<file path="config.mk">
export PLATFORM = sky130hd
export DESIGN_NAME = board_strobe_seq
export DESIGN_NICKNAME = d
export VERILOG_FILES = /design/src/rtl/bss_pkg.sv /design/src/rtl/bss_ctrl.sv /design/src/rtl/bss_dpath.sv /design/src/rtl/board_strobe_seq.sv
export SDC_FILE = /design/constraint.sdc
export NUM_CORES = 1
export LEC_CHECK = 0
export BUFFER_PORTS_ARGS = -buffer_cell sky130_fd_sc_hd__buf_2
export CAP_MARGIN = 30
export CORE_MARGIN = 3
export CORE_UTILIZATION = 30
export DETAILED_ROUTE_END_ITERATION = 12
export GPL_TIMING_DRIVEN = 1
export HOLD_SLACK_MARGIN = 0.03
export PLACE_DENSITY = 0.61
export RECOVER_POWER = 50
export SETUP_SLACK_MARGIN = 0.5
export SYNTH_ARGS = -nofsm -noshare
export SYNTH_HDL_FRONTEND = slang
export SYNTH_SLANG_ARGS = --single-unit
export TNS_END_PERCENT = 10
</file>
<file path="constraint.sdc">
create_clock -name clk -period 6.1 [get_ports clk]
set_input_delay 1.83 -clock clk [delete_from_list [all_inputs] [get_ports clk]]
set_output_delay 1.83 -clock clk [all_outputs]
set_load 0.03 [all_outputs]
</file>
<file path="src/rtl/bss_pkg.sv">
package bss_pkg;
  localparam int REG_W      = 8;
  localparam int STB_BIT    = 0;
  localparam int CS_BIT     = 1;
  localparam int RW_BIT     = 2;
  localparam int U2_STB_BIT = 2;
  localparam int U2_RW_BIT  = 0;
  localparam int BANK_BIT   = 5;
  localparam int SENSE_LO   = 6;
  localparam int SENSE_HI   = 7;
  localparam logic [1:0] VAR_DUAL = 2'd1;
  localparam logic [1:0] VAR_U2   = 2'd2;
  localparam logic [1:0] WR_LAST  = 2'd3;
  localparam logic [1:0] RD_LAST  = 2'd1;

  typedef enum logic [1:0] {PH_IDLE, PH_WR, PH_RD} phase_e;

  typedef struct packed {
    logic       accept;
    phase_e     phase;
    logic [1:0] step;
    logic       bank;
    logic       isDetect;
    logic       sample;
    logic       finish;
  } seq_ctl_t;
endpackage

</file>
<file path="src/rtl/bss_ctrl.sv">
module bss_ctrl
  import bss_pkg::*;
#(
  parameter int HOLD_W = 4
) (
  input  logic              clk,
  input  logic              rstN,
  input  logic              reqWrite,
  input  logic              reqRead,
  input  logic              reqDetect,
  input  logic [HOLD_W-1:0] holdCycles,
  output seq_ctl_t          ctl,
  output logic              busy
);
  phase_e            phase;
  logic [1:0]        step;
  logic              bank;
  logic              isDetect;
  logic [HOLD_W-1:0] cnt;
  logic [HOLD_W-1:0] holdReg;
  logic              accept, lastCyc, wrEnd, rdEnd, moreBanks;

  always_comb begin
    accept    = (phase == PH_IDLE) && (reqWrite || reqRead || reqDetect);
    lastCyc   = (cnt == holdReg);
    wrEnd     = (phase == PH_WR) && (step == WR_LAST) && lastCyc;
    rdEnd     = (phase == PH_RD) && (step == RD_LAST) && lastCyc;
    moreBanks = isDetect && !bank;
    busy      = (phase != PH_IDLE);
    ctl.accept   = accept;
    ctl.phase    = phase;
    ctl.step     = step;
    ctl.bank     = bank;
    ctl.isDetect = isDetect;
    ctl.sample   = (phase == PH_RD) && (step == 2'd0) && lastCyc;
    ctl.finish   = (wrEnd && !isDetect) || (rdEnd && !moreBanks);
  end

  always_ff @(posedge clk or negedge rstN) begin
    if (!rstN) begin
      phase    <= PH_IDLE;
      step     <= '0;
      bank     <= 1'b0;
      isDetect <= 1'b0;
      cnt      <= '0;
      holdReg  <= '0;
    end else if (accept) begin
      holdReg  <= holdCycles;
      cnt      <= '0;
      step     <= '0;
      bank     <= 1'b0;
      isDetect <= reqDetect;
      phase    <= (reqDetect || !reqRead) ? PH_WR : PH_RD;
    end else if (busy) begin
      if (!lastCyc) begin
        cnt <= cnt + 1'b1;
      end else begin
        cnt <= '0;
        if (phase == PH_WR) begin
          if (step != WR_LAST) step <= step + 1'b1;
          else if (isDetect) begin
            phase <= PH_RD;
            step  <= '0;
          end else phase <= PH_IDLE;
        end else begin
          if (step != RD_LAST) step <= step + 1'b1;
          else if (moreBanks) begin
            bank  <= 1'b1;
            phase <= PH_WR;
            step  <= '0;
          end else phase <= PH_IDLE;
        end
      end
    end
  end
endmodule

</file>
<file path="src/rtl/bss_dpath.sv">
module bss_dpath
  import bss_pkg::*;
(
  input  logic             clk,
  input  logic             rstN,
  input  seq_ctl_t         ctl,
  input  logic [1:0]       variant,
  input  logic             chanB,
  input  logic [REG_W-1:0] wrData,
  input  logic [REG_W-1:0] brdIn,
  output logic [REG_W-1:0] brdOut,
  output logic [REG_W-1:0] rdData,
  output logic             rdValid,
  output logic             detValid,
  output logic             int50Present,
  output logic             int68Present,
  output logic             extPresent,
  output logic             romPresent
);
  logic [1:0]       varReg;
  logic             chanReg;
  logic [REG_W-1:0] dataReg;
  logic             isU2, csOn;
  logic [REG_W-1:0] selBits, baseWr, valWr, dataNow, rdSel;

  always_comb begin
    isU2    = (varReg == VAR_U2);
    csOn    = (varReg == VAR_DUAL) ? chanReg : 1'b1;
    selBits = '0;
    selBits[CS_BIT] = csOn;
    dataNow = dataReg;
    if (ctl.isDetect) begin
      dataNow = '0;
      dataNow[BANK_BIT] = ctl.bank;
    end
    baseWr = selBits;
    baseWr[STB_BIT] = 1'b1;
    if (isU2) baseWr = '0;
    valWr = baseWr | dataNow;
    rdSel = selBits;
    rdSel[RW_BIT] = 1'b1;
    if (isU2) begin
      rdSel = '0;
      rdSel[U2_RW_BIT] = 1'b1;
    end
    brdOut = '0;
    if (ctl.phase == PH_WR) begin
      case (ctl.step)
        2'd0: brdOut = baseWr;
        2'd1: brdOut = valWr;
        2'd2: begin
          brdOut = valWr;
          if (isU2) brdOut[U2_STB_BIT] = 1'b1;
          else      brdOut[STB_BIT]    = 1'b0;
        end
        default: begin
          brdOut = valWr;
          brdOut[STB_BIT] = 1'b0;
          brdOut[CS_BIT]  = 1'b0;
          if (isU2) brdOut = '0;
        end
      endcase
    end else if (ctl.phase == PH_RD && ctl.step == 2'd0) begin
      brdOut = rdSel;
    end
  end

  always_ff @(posedge clk or negedge rstN) begin
    if (!rstN) begin
      varReg       <= '0;
      chanReg      <= 1'b0;
      dataReg      <= '0;
      rdData       <= '0;
      rdValid      <= 1'b0;
      detValid     <= 1'b0;
      int50Present <= 1'b0;
      int68Present <= 1'b0;
      extPresent   <= 1'b0;
      romPresent   <= 1'b0;
    end else begin
      if (ctl.accept) begin
        varReg  <= variant;
        chanReg <= chanB;
        dataReg <= wrData;
      end
      if (ctl.sample) begin
        if (!ctl.isDetect) rdData <= brdIn;
        else if (!ctl.bank) begin
          int50Present <= ~brdIn[SENSE_LO];
          int68Present <= ~brdIn[SENSE_HI];
        end else begin
          extPresent <= ~brdIn[SENSE_LO];
          romPresent <= brdIn[SENSE_HI];
        end
      end
      rdValid  <= ctl.finish && (ctl.phase == PH_RD) && !ctl.isDetect;
      detValid <= ctl.finish && ctl.isDetect;
    end
  end
endmodule

</file>
<file path="src/rtl/board_strobe_seq.sv">
module board_strobe_seq
  import bss_pkg::*;
#(
  parameter int HOLD_W = 4
) (
  input  logic              clk,
  input  logic              rstN,
  input  logic [1:0]        variant,
  input  logic              chanB,
  input  logic [HOLD_W-1:0] holdCycles,
  input  logic [REG_W-1:0]  wrData,
  input  logic              reqWrite,
  input  logic              reqRead,
  input  logic              reqDetect,
  input  logic [REG_W-1:0]  brdIn,
  output logic [REG_W-1:0]  brdOut,
  output logic              busy,
  output logic [REG_W-1:0]  rdData,
  output logic              rdValid,
  output logic              detValid,
  output logic              int50Present,
  output logic              int68Present,
  output logic              extPresent,
  output logic              romPresent
);
  seq_ctl_t ctl;

  bss_ctrl #(.HOLD_W(HOLD_W)) u_ctrl (
    .clk(clk), .rstN(rstN), .reqWrite(reqWrite), .reqRead(reqRead),
    .reqDetect(reqDetect), .holdCycles(holdCycles), .ctl(ctl), .busy(busy)
  );

  bss_dpath u_dpath (
    .clk(clk), .rstN(rstN), .ctl(ctl), .variant(variant), .chanB(chanB),
    .wrData(wrData), .brdIn(brdIn), .brdOut(brdOut), .rdData(rdData),
    .rdValid(rdValid), .detValid(detValid), .int50Present(int50Present),
    .int68Present(int68Present), .extPresent(extPresent), .romPresent(romPresent)
  );
endmodule

</file>
After elaboration in Yosys (flattened, before gate mapping):

Index checks and enable logic that the tools add are counted.

* bitwise logic cells: 5
* mux-type cells: 36
* reduce and logical (&&, ||, !) cells: 34
* equality and inequality tests: 15
* $add $sub $neg: 2

Operator list (number)
* $mux W2: 17
* $mux W8: 3
* $pmux W8 S3: 1
* $logic_and A1 B1 Y1: 13
* $mux W4: 3
* $mux W1: 10
* $eq A2 B2 Y1 const B: 4
* $or A2 B8 Y8: 1
* $reduce_and A4 Y1: 2
* $reduce_bool A2 Y1: 4
* $eq A2 B1 Y1 const B: 3
* $mux W3: 2
* $ne A2 B1 Y1 const B: 3
* $reduce_and A3 Y1: 2
* $reduce_and A5 Y1: 1
* $add A4 B1 Y4 const B: 1
* $eq A4 B4 Y1: 1
* $logic_not A1 Y1: 4
* $logic_not A2 Y1: 2
* $logic_or A1 B1 Y1: 4
* $ne A4 B2 Y1 const B: 1
* $not A1 Y1: 4
* $reduce_bool A4 Y1: 1
* $ne A3 B1 Y1 const B: 1
* other kinds (4): 4

* output and inout port bits: 23
* logic and storage cells: 108
* input port bits: 28
* register bits: 39

Longest topological paths before layout:

Gate-level depths: netlist (run 1).

* depth in word-level cells: 8
* gate-level depth with buffers: 7
* mapped depth without buffers: 6

Hierarchy:

Synthesis (run 1) repeated with hierarchy kept, for this count alone.

* cell total of the unflattened synthesis: 188
* area total of the unflattened synthesis: 2013.2 um^2

By module, submodules not included
* bss_dpath: sequential area each 625.6 um^2, cells an instance 93, area an instance 1176.1 um^2, times used 1
* bss_ctrl: sequential area each 350.3 um^2, cells an instance 95, area an instance 837.1 um^2, times used 1

Worst setup path after synthesis (run 1):

OpenSTA, ideal clock, no wires.

* path type: register -> output
* start: register u_ctrl.step[1]
* end: output brdOut[5]
* arrival time: 2.532 ns
* path slack: 1.738 ns
* path buffers: 1
* stages on the path, launching flop included: 6
* data required time: 4.270 ns
* cell sequence: dfrtp_1 inv_1 ha_1 clkbuf_1 nor3_1 a2111oi_0

* longest elaborated chain between the ends: 3
* elaborated cells on any way between the ends: 5
* those cells by class: eq/ne (2); mux (2); reduce/logical (1)

Ends and longest elaborated chain
* start, declared: line bss_ctrl.sv:16 `logic [1:0] step;`
* start signal, assigned: line bss_ctrl.sv:60 `if (step != WR_LAST) step <= step + 1'b1;`
* start signal, assigned: line bss_ctrl.sv:66 `if (step != RD_LAST) step <= step + 1'b1;`
* $eq A2 B2 Y1, or another cell as far along: line bss_dpath.sv:48 `case (ctl.step)`
* $pmux W8 S3 *: line bss_dpath.sv:48
* $mux W8 *: line bss_dpath.sv:47 `if (ctl.phase == PH_WR) begin`
* end, declared: line board_strobe_seq.sv:16 `output logic [REG_W-1:0] brdOut,`

Every way passes the cells marked *; elsewhere a longest branch is shown, timed or not.

Worst setup path in the final report (run 1):

* start: register u_ctrl.step[1]
* end: output brdOut[2]

* longest elaborated chain between the ends: 4
* elaborated cells on any way between the ends: 7
* those cells by class: eq/ne (2); mux (3); reduce/logical (2)

Ends and longest elaborated chain (line)
* branches (longest 3 deep; another with $pmux W8 S3)
* $mux W8 *: bss_dpath.sv:47

Every way passes the cells marked *.

==> results.py, run 1 <==
metrics = {
    "final_layout": {
        "drive_above_1_share": 0.270,
        "fill_cells": 662,
        "nets": 297,
        "area_growth_pct": 19.5,
        "antenna_cells": 0,
    },
    "sta": {
        "timing.final.crit_period_ns": 4.16,
        "setup_viol": 0,
        "fin_crit_sh": 0.681,
        "max_freq_mhz": 241,
        "setup_ws_ns": 1.94,
        "drv_slew": 40,
        "tns_ns": 0,
        "rsz0062_at_grt": "false",
        "hold_viol": 0,
        "slew-limit-headroom": -0.367,
        "fin_skew_ns": 0.00792,
        "max_slew.worst_pin.slew_ns": 2.05,
    },
    "synthesis": {
        "synth_top_area_cell": "dfrtp_1",
        "postSynthRegisterBits": 39,
        "synth.cell_area_mm2": 0.00201,
        "yosys.cell_types.count": 39,
        "synth_enable_flop_cells": 0,
        "synth-async-reset-ratio": 1.00,
        "synth_top_area_share": 0.487,
        "synth_nets": 248,
        "yosys_warnings": 0,
        "avgSynthCellArea_um2": 9.37,
        "syn_inst": 214,
        "synth.area.top_cells": "dfrtp_1 49%, nand2_1 9.9%, mux2_2 4.5%",
        "ys_seq_area_frac": 0.487,
        "synth-main-ff-cell": "dfrtp_1",
    },
    "floorplan": {
        "io_pins": 51,
        "rows": 29,
        "die_y_um": 87.8,
        "fp.dieArea_mm2": 0.00770,
        "core_mm2": 0.00642,
        "initial_core_util": 0.312,
        "die_w_um": 87.8,
    },
    "global_routing": {
        "grt_pass1_wl_um": 7420,
        "grtUsageMet2": 0.193,
        "grt_overflow": 0,
        "grtUsageMet1": 0.164,
        "gr-max-usage-layer": "met2",
        "use_met3": 0.0320,
        "grt_antenna_before_repair": 0,
        "first_global_vias": 1546,
        "grt_start_max_net_pins": 40,
        "grt_use_total": 0.121,
    },
    "drt": {
        "via_count": 1640,
        "drtPass1Iterations": 5,
        "routed_via_density": 4.82,
        "final_antenna_net_count": 0,
        "drt_wl_total_um": 4390,
        "wire_per_inst_um": 12.9,
        "drtIter0Drc": 122,
        "drc": 0,
    },
    "power_and_ir_drop": {
        "power_density_mw_per_mm2": 502,
        "p_switching_mw": 0.536,
        "comb_power_share": 0.481,
        "p_seq_frac": 0.376,
        "clkPwrFrac": 0.143,
        "irDropWorstVdd_mv": 0.202,
        "p_leak_nw": 1.19,
        "p_sw_frac": 0.445,
        "p_int_mw": 0.668,
    },
    "run": {
        "drv_cap": 1,
    },
    "min_path": {
        "hold_start": "u_dpath.dataReg[6]",
        "holdPathStages": 2,
        "holdPathEnd": "u_dpath.dataReg[6]",
        "worstHoldPathType": "reg -> reg",
    },
    "setup_path": {
        "crit_required_ns": 4.27,
        "r2r-start": "u_ctrl.phase[0]",
        "critical_path.cell_chain": "inv_1 > ha_1 > nor3_1 > a2111oi_2 > nand2_1 > o211ai_1 > buf_2",
        "slowest_stage": "a2111oi_2",
        "rrSetupSlack_ns": 4.06,
        "path_buf_inv": 2,
        "endpoint_kind": "output port",
        "cp.arrival_ns": 2.33,
        "crit_family": "compound AO/OA/AOI/OAI gates",
        "reg2reg_to": "u_dpath.dataReg[0]",
        "r2r_cells": 6,
        "start_kind": "register",
        "slowest_delay_ns": 0.54,
        "crit_type": "reg -> out",
        "crit_path_max_fanout": 9,
    },
    "clock_tree": {
        "post_cts_buffers": 0,
        "clock_latency_ns": 0.28,
        "cts_max_level": 2,
        "cts_hold_buf": 0,
        "cts_buffers": 5,
        "clock_path_buffers": 2,
        "cts_resized": 0,
        "cts_tree": "yes",
        "path_clk_slew_ns": 0.07,
        "cts_num_sinks": 39,
        "cts-root-buf": "clkbuf_8",
    },
    "placed_design": {
        "post-dp-hpwl_um": 3300,
        "place.gp.congestion": 0.848,
        "io_buffers": 50,
        "post-place-ws_ns": 2.21,
    },
    "status": {
        "status": "finished, violations left",
        "violations": "capacitance limit, slew limit",
    },
}
## cell families (layout without fill, tap and decap cells)
kind of cell / count (synthesis) / in the layout / synth area share
buf+inv: 20 / 69 / 0.0437
simple gates: 98 / 98 / 0.231
fa+ha+maj: 6 / 6 / 0.0374
xor+xnor: 4 / 4 / 0.0175
mux: 15 / 15 / 0.0823
flops: 39 / 39 / 0.487
compound gates: 32 / 32 / 0.101
## power groups by stage
stage | Sequential (mW) | Combinational [mW] | Clock, mW
after floorplan | 0.481 | 0.408 | 0
after global placement | 0.455 | 0.569 | 0
after detailed placement | 0.458 | 0.585 | 0
after CTS | 0.454 | 0.587 | 0.179
after global routing | 0.470 | 0.651 | 0.191
final | 0.453 | 0.579 | 0.172
## layout make-up
| cell class | count | area, um2 | share of cell area |
|---|---|---|---|
| clock inverters | 1 | 5.00 | 0.00209 |
| flip-flops and latches | 39 | 976 | 0.407 |
| inverters | 11 | 41.3 | 0.0172 |
| repair buffers | 51 | 256 | 0.107 |
| clock buffers | 6 | 82.6 | 0.0345 |
| multi-input cells | 155 | 938 | 0.392 |
| well taps | 77 | 96.3 | 0.0402 |
## placed cells by master, fill, tap and decap left out, types with 4 or more instances in the layout
| cell | instances |
|---|---|
| dfrtp_1 | 39 |
| nor2b_1 | 4 |
| clkbuf_8 | 6 |
| a21oi_1 | 8 |
| nand4_1 | 4 |
| xnor2_1 | 4 |
| nand3_1 | 9 |
| inv_1 | 11 |
| buf_2 | 46 |
| o21ai_0 | 11 |
| and2_1 | 4 |
| ha_1 | 6 |
| mux2i_1 | 6 |
| nor2_1 | 9 |
| clkbuf_1 | 4 |
| nand2_1 | 53 |
| mux2_2 | 8 |
| nand2b_1 | 4 |
## per-layer routing
layer | routed length [um] | share of wire
met4 | 37 | 0.0084
met3 | 244 | 0.056
met5 | 0 | 0
met1 | 1960 | 0.45
met2 | 2150 | 0.49
## synthesized netlist by cell type (all sizes together), types with 2 or more instances
cell     number
a2111oi       2
a21oi         8
a31oi         2
and2          4
buf           6
clkbuf        3
dfrtp        39
ha            6
inv          11
mux2          9
mux2i         6
nand2        53
nand2b        4
nand3         9
nand4         4
nor2         10
nor2b         5
nor3          4
o21ai        11
or2           2
xnor2         4
## stage by stage
step | hold WS, ns | utilization | power [mW] | cell area [um2] | std cells
3_3_place_gp | 0.455 | 0.359 | 1.02 | 2310 | 332
5_1_grt | 0.508 | 0.373 | 1.31 | 2400 | 340
6_report | 0.474 | 0.373 | 1.20 | 2400 | 340
2_1_floorplan | 0.437 | - | 0.889 | 2010 | 214
4_1_cts | 0.472 | 0.374 | 1.22 | 2400 | 340
3_5_place_dp | 0.454 | 0.361 | 1.04 | 2320 | 333
## state kept, by name (all words and copies together) (netlist names)
signal and flops:
u_dpath.int50Present 1, u_ctrl.holdReg 4, u_dpath.chanReg 1, u_dpath.extPresent 1
u_dpath.dataReg 8, u_ctrl.phase 2, u_dpath.romPresent 1, u_dpath.rdValid 1
u_ctrl.cnt 4, u_dpath.varReg 2, u_dpath.detValid 1, u_dpath.rdData 8
u_ctrl.step 2, u_ctrl.isDetect 1, u_dpath.int68Present 1, u_ctrl.bank 1
## worst reg2reg max path: cells and delay by family (launching register included)
family / cells / cell delay (ns)
AOI/OAI and AO/OA: 1 / 0.06
and+or+nand+nor: 3 / 0.96
DFF: 1 / 0.53
buffers and inverters: 2 / 0.40
## worst max-delay path by stage
stage / from / end / slack [ns] / depth (start not counted)
2_1_floorplan: u_ctrl.step[1] / brdOut[5] / 1.74 / 5
4_1_cts: u_ctrl.step[1] / brdOut[2] / 1.93 / 7
6_report: u_ctrl.step[1] / brdOut[2] / 1.94 / 7
3_5_place_dp: u_ctrl.step[1] / brdOut[2] / 2.21 / 7
5_1_grt: u_ctrl.step[1] / brdOut[2] / 1.73 / 7
3_3_place_gp: u_ctrl.step[1] / brdOut[2] / 2.31 / 7
(Power assumes the default switching activity.)
==> run 2: changes to the inputs <==
Clock period 6.1 ns to 3.9 ns, I/O delays scaled along.
==> run 2 against run 1 <==
Compared with the run above:
- the run still ends with capacitance limit, slew limit left
- routed wire length down 0.93%
- core utilization rose by 0.84 points
- setup slack lost 1.3 ns
- total power rose by 64%
- hold slack better by 0.0011 ns
- die area is the same
- first-iteration DRC count shrank 28%
- register-to-register slack worse by 2.1 ns
- cell count grew 0.59%
- design area grew 2.2%
- via count decreased by 2.4%
- critical endpoint unchanged
==> results.py, run 2 (synthesis results as in run 1) <==
metrics = {
    "status": {
        "status": "finished, violations left",
        "violations": "capacitance limit, slew limit",
    },
    "clock_tree": {
        "cts-root-buf": "clkbuf_8",
        "post_cts_buffers": 0,
        "clock_path_buffers": 2,
        "clock_latency_ns": 0.29,
        "cts_buffers": 5,
        "cts_hold_buf": 0,
        "cts_resized": 2,
        "cts_num_sinks": 39,
        "cts_max_level": 2,
        "cts_tree": "yes",
        "path_clk_slew_ns": 0.07,
    },
    "setup_path": {
        "start_kind": "register",
        "r2r-start": "u_ctrl.cnt[2]",
        "crit_type": "reg -> out",
        "critical_path.cell_chain": "inv_1 > ha_2 > nor3_1 > a2111oi_4 > nand2_1 > o211ai_1 > buf_2",
        "endpoint_kind": "output port",
        "rrSetupSlack_ns": 1.92,
        "slowest_stage": "dfrtp_1",
        "crit_required_ns": 2.73,
        "slowest_delay_ns": 0.43,
        "crit_path_max_fanout": 9,
        "reg2reg_to": "u_dpath.rdData[1]",
        "r2r_cells": 4,
        "cp.arrival_ns": 2.12,
    },
    "final_layout": {
        "area_growth_pct": 22.1,
        "drive_above_1_share": 0.291,
        "nets": 298,
        "antenna_cells": 0,
        "reg_top3": "u_dpath.dataReg: 8 flops, u_dpath.rdData: 8 flops",
        "final_common_cell": "nand2_1",
        "final_cell_mix": "53 x nand2_1, 48 x buf_2, 39 x dfrtp_1, 11 x inv_1, 11 x o21ai_0",
    },
    "power_and_ir_drop": {
        "power_density_mw_per_mm2": 804,
        "total_power_mw": 1.97,
        "irDropWorstVdd_mv": 0.328,
        "p_leak_nw": 1.21,
    },
    "drt": {
        "wire_per_inst_um": 12.7,
        "drtPass1Iterations": 4,
        "drtIter0Drc": 88,
        "via_count": 1600,
        "drc": 0,
        "drt_wl_total_um": 4350,
        "final_antenna_net_count": 0,
        "routed_via_density": 4.68,
    },
    "sta": {
        "hold_viol": 0,
        "tns_ns": 0,
        "drv_slew": 40,
        "timing.final.crit_period_ns": 3.29,
        "setup_viol": 0,
        "rsz0062_at_grt": "true",
        "slew-limit-headroom": -0.366,
        "fin_crit_sh": 0.844,
        "max_slew.worst_pin.slew_ns": 2.05,
        "fin_skew_ns": 0.00611,
        "max_freq_mhz": 304,
    },
    "global_routing": {
        "grt_use_total": 0.123,
        "grt_pass1_wl_um": 7460,
        "grt_overflow": 0,
        "grt_start_max_net_pins": 40,
        "first_global_vias": 1535,
        "grt_antenna_before_repair": 0,
    },
    "floorplan": {
        "die_w_um": 87.8,
        "rows": 29,
        "core_mm2": 0.00642,
        "fp.dieArea_mm2": 0.00770,
        "initial_core_util": 0.312,
        "die_y_um": 87.8,
        "io_pins": 51,
    },
    "placed_design": {
        "post-dp-hpwl_um": 3270,
        "io_buffers": 50,
        "place.gp.congestion": 0.824,
    },
    "min_path": {
        "worstHoldPathType": "reg -> reg",
        "holdPathEnd": "u_dpath.dataReg[3]",
        "hold_start": "u_dpath.dataReg[3]",
        "holdPathStages": 2,
    },
    "run": {
        "drv_cap": 1,
    },
}
## run 2: final cells by class
class	instances	area, um2
timing repair buffer	52	263
fill	676	3970
clock inverter	2	35.0
tap	77	96.3
sequential	39	976
clock buffer	6	82.6
multi-input combinational	155	956
inverter	11	41.3
## run 2: worst max path at each step
stage / start / end / slack, ns / depth (start not counted)
6_report: u_ctrl.step[1] / brdOut[2] / 0.61 / 7
2_1_floorplan: u_ctrl.step[1] / brdOut[5] / 0.58 / 5
5_1_grt: u_ctrl.step[1] / brdOut[2] / 0.50 / 7
4_1_cts: u_ctrl.step[1] / brdOut[2] / 0.57 / 7
3_5_place_dp: u_ctrl.step[1] / brdOut[2] / 0.67 / 7
3_3_place_gp: u_ctrl.step[1] / brdOut[2] / 0.77 / 7
## run 2: worst max-delay path: cells and delay by family (launching register included)
| family | cells | cell delay [ns] |
|---|---|---|
| AOI/OAI and AO/OA | 2 | 0.55 |
| adders and majority gates | 1 | 0.27 |
| buffers and inverters | 2 | 0.34 |
| DFF | 1 | 0.43 |
| and+or+nand+nor | 2 | 0.23 |
## run 2: where the power goes
group / switching [mW] / leakage, nW / internal, mW / total, mW
Sequential: 0.141 / 0.477 / 0.571 / 0.712
Clock: 0.140 / 0.0612 / 0.207 / 0.347
Combinational: 0.567 / 0.673 / 0.344 / 0.912
Total: 0.848 / 1.21 / 1.12 / 1.97
## run 2: routing by layer
metal  part of all wire  GRT usage  routed length, um  vias to the layer above
met3              0.038     0.0263                166                        5
met2               0.47      0.185               2060                       29
met5                  0          0                  0                        -
met4              0.010     0.0377                 45                        0
li1                   -          -                  -                      816
met1               0.48      0.176               2080                      750
## run 2: per-stage QoR
step                       util  cell area (um2)  instances  hold slack (ns)  setup WS (ns)
after detailed placement  0.362             2320        334            0.459          0.673
after floorplan               -             2010        214            0.437          0.583
final                     0.381             2450        342            0.475          0.610
after global placement    0.362             2320        334            0.454          0.775
after CTS                 0.382             2450        342            0.478          0.575
after global routing      0.381             2450        342            0.505          0.499
